$ cat src/rtl/irq_prio_pkg.sv
package irq_prio_pkg;
    localparam int NUM_SRC  = 5;
    localparam int SRC_W    = $clog2(NUM_SRC);
    localparam int NUM_MASK = NUM_SRC - 2;
    localparam int ADDR_W   = 16;
    localparam int BYTE_W   = 8;
    localparam int GP_IDX   = NUM_SRC - 1;

    typedef enum logic [1:0] {
        TRIG_EDGE_LEVEL,
        TRIG_EDGE_HOLD,
        TRIG_LEVEL
    } trig_e;

    typedef enum logic [1:0] {
        ST_IDLE,
        ST_PEND,
        ST_ACK,
        ST_VECT
    } ctl_state_e;

    function automatic trig_e trig_of(input int idx);
        if (idx == 0) return TRIG_EDGE_LEVEL;
        if (idx == 1) return TRIG_EDGE_HOLD;
        return TRIG_LEVEL;
    endfunction

    function automatic logic [ADDR_W-1:0] fixed_vec(input logic [SRC_W-1:0] idx);
        logic [ADDR_W-1:0] v;
        unique case (idx)
            3'd0:    v = ADDR_W'(16'h0024);
            3'd1:    v = ADDR_W'(16'h003C);
            3'd2:    v = ADDR_W'(16'h0034);
            3'd3:    v = ADDR_W'(16'h002C);
            default: v = '0;
        endcase
        return v;
    endfunction
endpackage

$ cat src/rtl/irq_in_stage.sv
module irq_in_stage
    import irq_prio_pkg::*;
#(
    parameter trig_e MODE = TRIG_LEVEL
) (
    input  logic clk,
    input  logic rst_n,
    input  logic req_i,
    input  logic clr_i,
    output logic pend_o
);
    logic prev_q;

    always_ff @(posedge clk or negedge rst_n) begin
        if (!rst_n) prev_q <= 1'b0;
        else        prev_q <= req_i;
    end

    generate
        if (MODE == TRIG_EDGE_LEVEL) begin : g_edge_level
            logic arm_q;
            always_ff @(posedge clk or negedge rst_n) begin
                if (!rst_n) arm_q <= 1'b0;
                else        arm_q <= (arm_q & req_i & ~clr_i) | (req_i & ~prev_q);
            end
            assign pend_o = arm_q & req_i;
        end else if (MODE == TRIG_EDGE_HOLD) begin : g_edge_hold
            logic hold_q;
            always_ff @(posedge clk or negedge rst_n) begin
                if (!rst_n) hold_q <= 1'b0;
                else        hold_q <= (hold_q & ~clr_i) | (req_i & ~prev_q);
            end
            assign pend_o = hold_q;
        end else begin : g_level
            assign pend_o = prev_q & req_i;
        end
    endgenerate
endmodule

$ cat src/rtl/irq_prio_pick.sv
module irq_prio_pick
    import irq_prio_pkg::*;
#(
    parameter int N      = NUM_SRC,
    parameter int IDX_W  = SRC_W,
    parameter int MASK_N = NUM_MASK
) (
    input  logic [N-1:0]      pend_i,
    input  logic              ie_i,
    input  logic [MASK_N-1:0] mask_i,
    output logic              any_o,
    output logic [IDX_W-1:0]  idx_o
);
    logic [N-1:0] qual;

    always_comb begin
        for (int i = 0; i < N; i++) begin
            if (i == 0)           qual[i] = pend_i[i];
            else if (i <= MASK_N) qual[i] = pend_i[i] & ie_i & ~mask_i[i-1];
            else                  qual[i] = pend_i[i] & ie_i;
        end
    end

    always_comb begin
        idx_o = '0;
        for (int i = N - 1; i >= 0; i--) begin
            if (qual[i]) idx_o = IDX_W'(i);
        end
        any_o = |qual;
    end
endmodule

$ cat src/rtl/irq_prio_ctrl.sv
module irq_prio_ctrl
    import irq_prio_pkg::*;
#(
    parameter int AW = ADDR_W,
    parameter int BW = BYTE_W
) (
    input  logic                clk,
    input  logic                rst_n,
    input  logic                irq_nmi_i,
    input  logic                irq_edge_i,
    input  logic                irq_lvl_a_i,
    input  logic                irq_lvl_b_i,
    input  logic                irq_gp_i,
    input  logic [NUM_MASK-1:0] mask_i,
    input  logic                ie_set_i,
    input  logic [BW-1:0]       ext_vec_i,
    input  logic                take_i,
    output logic                pending_o,
    output logic                gp_ack_o,
    output logic                vec_valid_o,
    output logic [AW-1:0]       vec_addr_o,
    output logic                ie_o
);
    logic [NUM_SRC-1:0] req_vec;
    logic [NUM_SRC-1:0] pend_vec;
    logic [NUM_SRC-1:0] clr_vec;
    logic               any_req;
    logic [SRC_W-1:0]   pick_idx;
    logic [SRC_W-1:0]   win_q;
    logic [AW-1:0]      addr_q;
    logic               ie_q;
    logic               taken;
    ctl_state_e         state_q, state_d;

    assign req_vec = {irq_gp_i, irq_lvl_b_i, irq_lvl_a_i, irq_edge_i, irq_nmi_i};
    assign taken   = (state_q == ST_PEND) && take_i;

    genvar gi;
    generate
        for (gi = 0; gi < NUM_SRC; gi++) begin : g_src
            assign clr_vec[gi] = taken && (win_q == SRC_W'(gi));
            irq_in_stage #(.MODE(trig_of(gi))) u_stage (
                .clk    (clk),
                .rst_n  (rst_n),
                .req_i  (req_vec[gi]),
                .clr_i  (clr_vec[gi]),
                .pend_o (pend_vec[gi])
            );
        end
    endgenerate

    irq_prio_pick #(.N(NUM_SRC), .IDX_W(SRC_W), .MASK_N(NUM_MASK)) u_pick (
        .pend_i (pend_vec),
        .ie_i   (ie_q),
        .mask_i (mask_i),
        .any_o  (any_req),
        .idx_o  (pick_idx)
    );

    always_comb begin
        state_d = state_q;
        unique case (state_q)
            ST_IDLE: if (any_req) state_d = ST_PEND;
            ST_PEND: if (take_i)  state_d = (win_q == SRC_W'(GP_IDX)) ? ST_ACK : ST_VECT;
            ST_ACK:               state_d = ST_VECT;
            ST_VECT:              state_d = ST_IDLE;
            default:              state_d = ST_IDLE;
        endcase
    end

    always_ff @(posedge clk or negedge rst_n) begin
        if (!rst_n) state_q <= ST_IDLE;
        else        state_q <= state_d;
    end

    always_ff @(posedge clk or negedge rst_n) begin
        if (!rst_n) begin
            win_q  <= '0;
            addr_q <= '0;
            ie_q   <= 1'b0;
        end else begin
            if (state_q == ST_IDLE && any_req) begin
                win_q  <= pick_idx;
                addr_q <= AW'(fixed_vec(pick_idx));
            end
            if (state_q == ST_ACK) addr_q <= AW'(ext_vec_i);
            if (taken)         ie_q <= 1'b0;
            else if (ie_set_i) ie_q <= 1'b1;
        end
    end

    always_comb begin
        pending_o   = 1'b0;
        gp_ack_o    = 1'b0;
        vec_valid_o = 1'b0;
        unique case (state_q)
            ST_IDLE: ;
            ST_PEND: pending_o   = 1'b1;
            ST_ACK:  gp_ack_o    = 1'b1;
            ST_VECT: vec_valid_o = 1'b1;
            default: ;
        endcase
        vec_addr_o = addr_q;
        ie_o       = ie_q;
    end
endmodule

$ cat config.mk
export PLATFORM = sky130hd
export DESIGN_NAME = irq_prio_ctrl
export DESIGN_NICKNAME = d
export VERILOG_FILES = /design/src/rtl/irq_prio_pkg.sv /design/src/rtl/irq_in_stage.sv /design/src/rtl/irq_prio_pick.sv /design/src/rtl/irq_prio_ctrl.sv
export SDC_FILE = /design/constraint.sdc
export NUM_CORES = 1
export LEC_CHECK = 0
export BUFFER_PORTS_ARGS = -buffer_cell sky130_fd_sc_hd__buf_2
export CAP_MARGIN = 20
export CORE_ASPECT_RATIO = 1.5
export CORE_MARGIN = 8
export CORE_UTILIZATION = 47
export CTS_CLUSTER_DIAMETER = 50
export DETAILED_ROUTE_END_ITERATION = 10
export PLACE_DENSITY = 0.77
export SYNTH_ARGS = -nofsm -noshare
export SYNTH_HDL_FRONTEND = slang
export SYNTH_SLANG_ARGS = --single-unit
$ cat constraint.sdc
create_clock -name clk -period 1.99 [get_ports clk]
set_input_delay 0.398 -clock clk [delete_from_list [all_inputs] [get_ports clk]]
set_output_delay 0.398 -clock clk [all_outputs]
set_load 0.005 [all_outputs]
# After elaboration in Yosys (flattened, before gate mapping)
# Cells that the tools add are included.
# op_classes
n_eq_ne	10
mux	17
bitwise_logic	24
reduce_logical	11
# ops
op	n
2-to-1 mux 16 bit	2
case mux 6 bit (4 select lines)	1
AND 1 bit	15
2-to-1 mux 3 bit	5
case mux 2 bit (4 select lines)	1
NOT 1 bit	7
equality test 3 x 1 -> 1 bit (second input constant)	2
equality test 3 x 2 -> 1 bit (second input constant)	2
logical NOT 3 bit	2
2-to-1 mux 1 bit	6
OR reduction 5 bit	1
equality test 2 bit (second input constant)	2
logical AND 1 bit	4
2-to-1 mux 2 bit	2
inequality test 2 bit (second input constant)	2
nonzero test 2 bit	2
equality test 3 bit (second input constant)	1
equality test 2 x 1 -> 1 bit (second input constant)	1
logical NOT 2 bit	1
OR 1 bit	2
AND reduction 2 bit	1
# totals
register_bits	29
in_bits	20
output_inout_bits	20
elab_cells	73

# Logic depth before layout (Yosys ltp)
# logic_depth
ltp_word	11
depth_mapped	6
ltp_nobuf	6

# Cells and area by module
# From an unflattened synthesis, not the netlist that was laid out.
# hier_totals
hier_cells	108
area_unflattened_um2	1126.1
# by_module_without_submodules
mod	n_inst	cells_per_inst	area_per_inst_um2	seq_area_each_um2
irq_prio_ctrl	1	80	784.5	350.3
irq_in_stage at g_src[0].u_stage ...	2	5	70.1	50.0
irq_prio_pick	1	12	107.6	0.0
irq_in_stage at g_src[2].u_stage ...	3	2	31.3	25.0

# Worst setup path after synthesis
# OpenSTA, ideal clock, no wires.
# synth_path
path_type	register to register
from	register state_q[0]
to	register state_q[1]
setup_time_ps	128
arrival_ps	1441
required_time_ps	1862
setup_slack_ps	422
stages_incl_launch_ff	6
path_buffers	0
synth_period_minus_slack_ps	1568
path_cell_list	dfrtp_1 > inv_1 > ha_1 > inv_1 > o32ai_2 > mux2_1
# synth_via
elab_chain_len	3
elab_cells_between_ends	8
cone_classes	eq/ne: 5; mux: 1; reduce/logical: 2
# synth_lines
element	line	source
start: declaration	irq_prio_ctrl.sv:33	ctl_state_e state_q, state_d;
start signal: assignment	irq_prio_ctrl.sv:73	else state_q <= state_d;
equality test 2 x 1 -> 1 bit or logical NOT 2 bit (tied branches)	irq_prio_ctrl.sv:62	unique case (state_q)
inequality test 2 bit (no source line)	n/a	
AND reduction 2 bit (no source line)	n/a	
# Parallel ways exist; a longest one is shown, timed or not.
# A chain may end at the register's enable or synchronous reset.

# Final worst setup path
# Ends and elaborated chain as after synthesis.

==> results_dict.tcl <==
set metrics [dict create \
    synth_mux_area_share_pct 1.08 \
    yosys_warnings 0 \
    finalSetupViolCount 0 \
    path_class "reg -> reg" \
    synthXorXnorAreaFrac_pct 0 \
    max_freq_mhz 569 \
    drv_cap 0 \
    cts_buffers 3 \
    viasPerCell 5.22 \
    hold_viol_final 0 \
    initial_core_util_pct 48.3 \
    die_h_um 73.6 \
    num_vias 804 \
    first_iter_violations 20 \
    timing.rr.end "state_q[1]" \
    cts-htree-levels 1 \
    fin_crit_sh_pct 88.3 \
    cts_hold_buf 0 \
    grt_pass1_wl_mm 3.58 \
    grt-ovfl-total 0 \
    hold_path.class "in -> async" \
    routed_wl_mm 2.28 \
    synthSimpleGateAreaFrac_pct 16.0 \
    syn_area_sq_mm 0.00104 \
    synth_adder_area_share_pct 4.81 \
    synth_edf_count 0 \
    cts_tree "built" \
    status "completed" \
    n_antenna_cell 0 \
    fillers 203 \
    clockBufferDepth 2 \
    synth_top_family_by_area "compound AO/OA/AOI/OAI gates" \
    cp-start-kind "flop" \
    finish.utilization_pct 56.5 \
    fp.dieW_um 54.4 \
    cellLeakagePower_uw 0.000620 \
    port_buffers 31 \
    drc_errors 0 \
    syn_to_final_growth_pct 16.9 \
    hpwl_mm 1.91 \
    ys_seq_area_share_pct 50.5 \
    synth_compound_area_share_pct 18.3 \
    core-area_sq_mm 0.00215 \
    grt_antenna_before_repair 0 \
    grt_max_degree 22 \
    path_clk_slew_ns 0.11 \
    p_per_area_mw_per_mm2 1310 \
    synth.distinct_cells 29 \
    gp_congestion 0.888 \
    clock_latency_ns 0.29 \
    synth_cells 98 \
    critPathCaptureType "flop" \
    ant_nets 0 \
    setup_tns_ns 0 \
    io_pins 40 \
    period_needed_ns 1.76 \
    worstPathRequired_ns 2.17 \
    rr_worst_depth 5 \
    cp.arrival_ns 1.94 \
    rows 21 \
    slew_violations 0 \
    layout-drive-gt1-share_pct 31.3 \
    power.total_uw 1600 \
    ir_drop_uv 693 \
    fin_skew_ns 0.00451 \
    cts_resized 0 \
    cts_root_buffer "clkbuf_4" \
    synth.avg_cell_area_sq_um 10.6 \
    post_drt_wl_per_cell_um 14.8 \
    drt-pass1-iter-count 5 \
    dieArea_sq_mm 0.00401 \
    dp.cells 150 \
    grt.total_usage_pct 12.0 \
    cp_max_fo 8 \
    async_flop_share_pct 100 \
    timing.reg2reg.setup_slack_ns 0.23 \
    fin_nets 156 \
    clock_sinks 21 \
    r2r-start "state_q[0]" \
    postCtsSetupBuffers 0 \
    synth-main-ff-cell "dfrtp_1" \
    stdcell_count 154 \
    grt_pass1_vias 819 \
    ys_ff_latch 21 \
    rsz0062_at_grt "false" \
]
==> placed cells by master, fill, tap and decap left out <==
cell      count
inv_1         7
nor2_1        2
nand2_1      12
buf_2        31
conb_1        8
a21boi_0      2
nand2b_1      6
nand4_1       1
a41o_1        1
clkbuf_4      3
o21ai_0       6
dfrtp_1      21
a221o_1       1
o31ai_1       1
buf_4         1
a21oi_1       3
nand3_1       3
nand2b_4      1
nand4b_2      2
a41oi_1       1
o221ai_1      1
nand3b_2      1
o32ai_2       1
ha_1          4
o221ai_2      1
o21ai_1       3
a31oi_1       1
mux2_1        1
o41ai_1       2
o21a_1        2
clkbuf_1      1
==> registers in the layout, indices dropped and copies added (netlist names) <==
register,cells
g_src.u_stage.g_edge_level.arm_q,1
state_q,2
win_q,3
g_src.u_stage.prev_q,5
g_src.u_stage.pend_o,1
ie_o,1
vec_addr_o,8
==> through the flow <==
step / hold slack, ns / setup WS, ns / instance area, sq um
after floorplan: 0.102 / 0.422 / 1070
after global placement: 0.368 / 0.354 / 1190
after detailed placement: 0.375 / 0.253 / 1190
after CTS: 0.0409 / 0.236 / 1220
after global routing: 0.0459 / 0.142 / 1220
final: 0.0350 / 0.232 / 1220
==> cell type report <==
cell class	count	area, sq um	share of cell area, %
Multi-Input combinational cell	67	448	36.8
Inverter	7	26.3	2.16
Tap cell	23	28.8	2.36
Clock buffer	4	26.3	2.16
Sequential cell	21	526	43.2
Timing Repair Buffer	32	163	13.4
==> cells by family (layout without fill, tap and decap cells) <==
logic type	count (synthesis)	after routing
compound gates	26	26
fa+ha+maj	4	4
buf+inv	17	43
flops	21	21
mux	1	1
other cells	1	8
simple gates	28	28
==> worst max path at each step <==
stage / start / to / cells after the start
after global routing: state_q[1] / state_q[1] / 5
final: state_q[0] / state_q[1] / 5
after floorplan: state_q[0] / state_q[1] / 5
after detailed placement: state_q[0] / state_q[1] / 5
after CTS: state_q[0] / state_q[1] / 5
after global placement: state_q[0] / state_q[1] / 5
==> layer usage <==
metal | up-vias | wire (um) | global-route usage [%]
li1 | 392 | - | -
met1 | 386 | 840 | 12.0
met2 | 22 | 1290 | 21.2
met3 | 4 | 119 | 3.04
met4 | 0 | 29 | 6.32
met5 | - | 0 | 0
==> synth_stat cells (all sizes together), types with 2 or more instances <==
library cell / count / area share, %
ha: 4 / 4.8
nand2: 12 / 4.3
nand3: 3 / 1.4
dfrtp: 21 / 50
o221ai: 2 / 2.3
nand2b: 7 / 4.9
nand4b: 2 / 2.9
clkbuf: 2 / 0.72
a21boi: 2 / 1.4
o21a: 2 / 1.4
o41ai: 2 / 1.7
inv: 7 / 2.5
buf: 8 / 5.8
o21ai: 9 / 4.3
nor2: 2 / 0.72
a21oi: 3 / 1.4
==> power breakdown <==
group / leakage, uW / switching (uW) / internal [uW] / total, uW
clock network: 0.0000150 / 117 / 77.9 / 195
logic: 0.000354 / 380 / 325 / 705
registers: 0.000251 / 120 / 576 / 696
total: 0.000620 / 617 / 979 / 1600
==> worst max-delay path, cell delays in order (launching register included) <==
cell and delay [ns]:
dfrtp_1 0.44, inv_1 0.10, ha_1 0.30, inv_1 0.13
o32ai_2 0.32, mux2_1 0.36
Note: power is estimated with default switching activity, not from simulation.
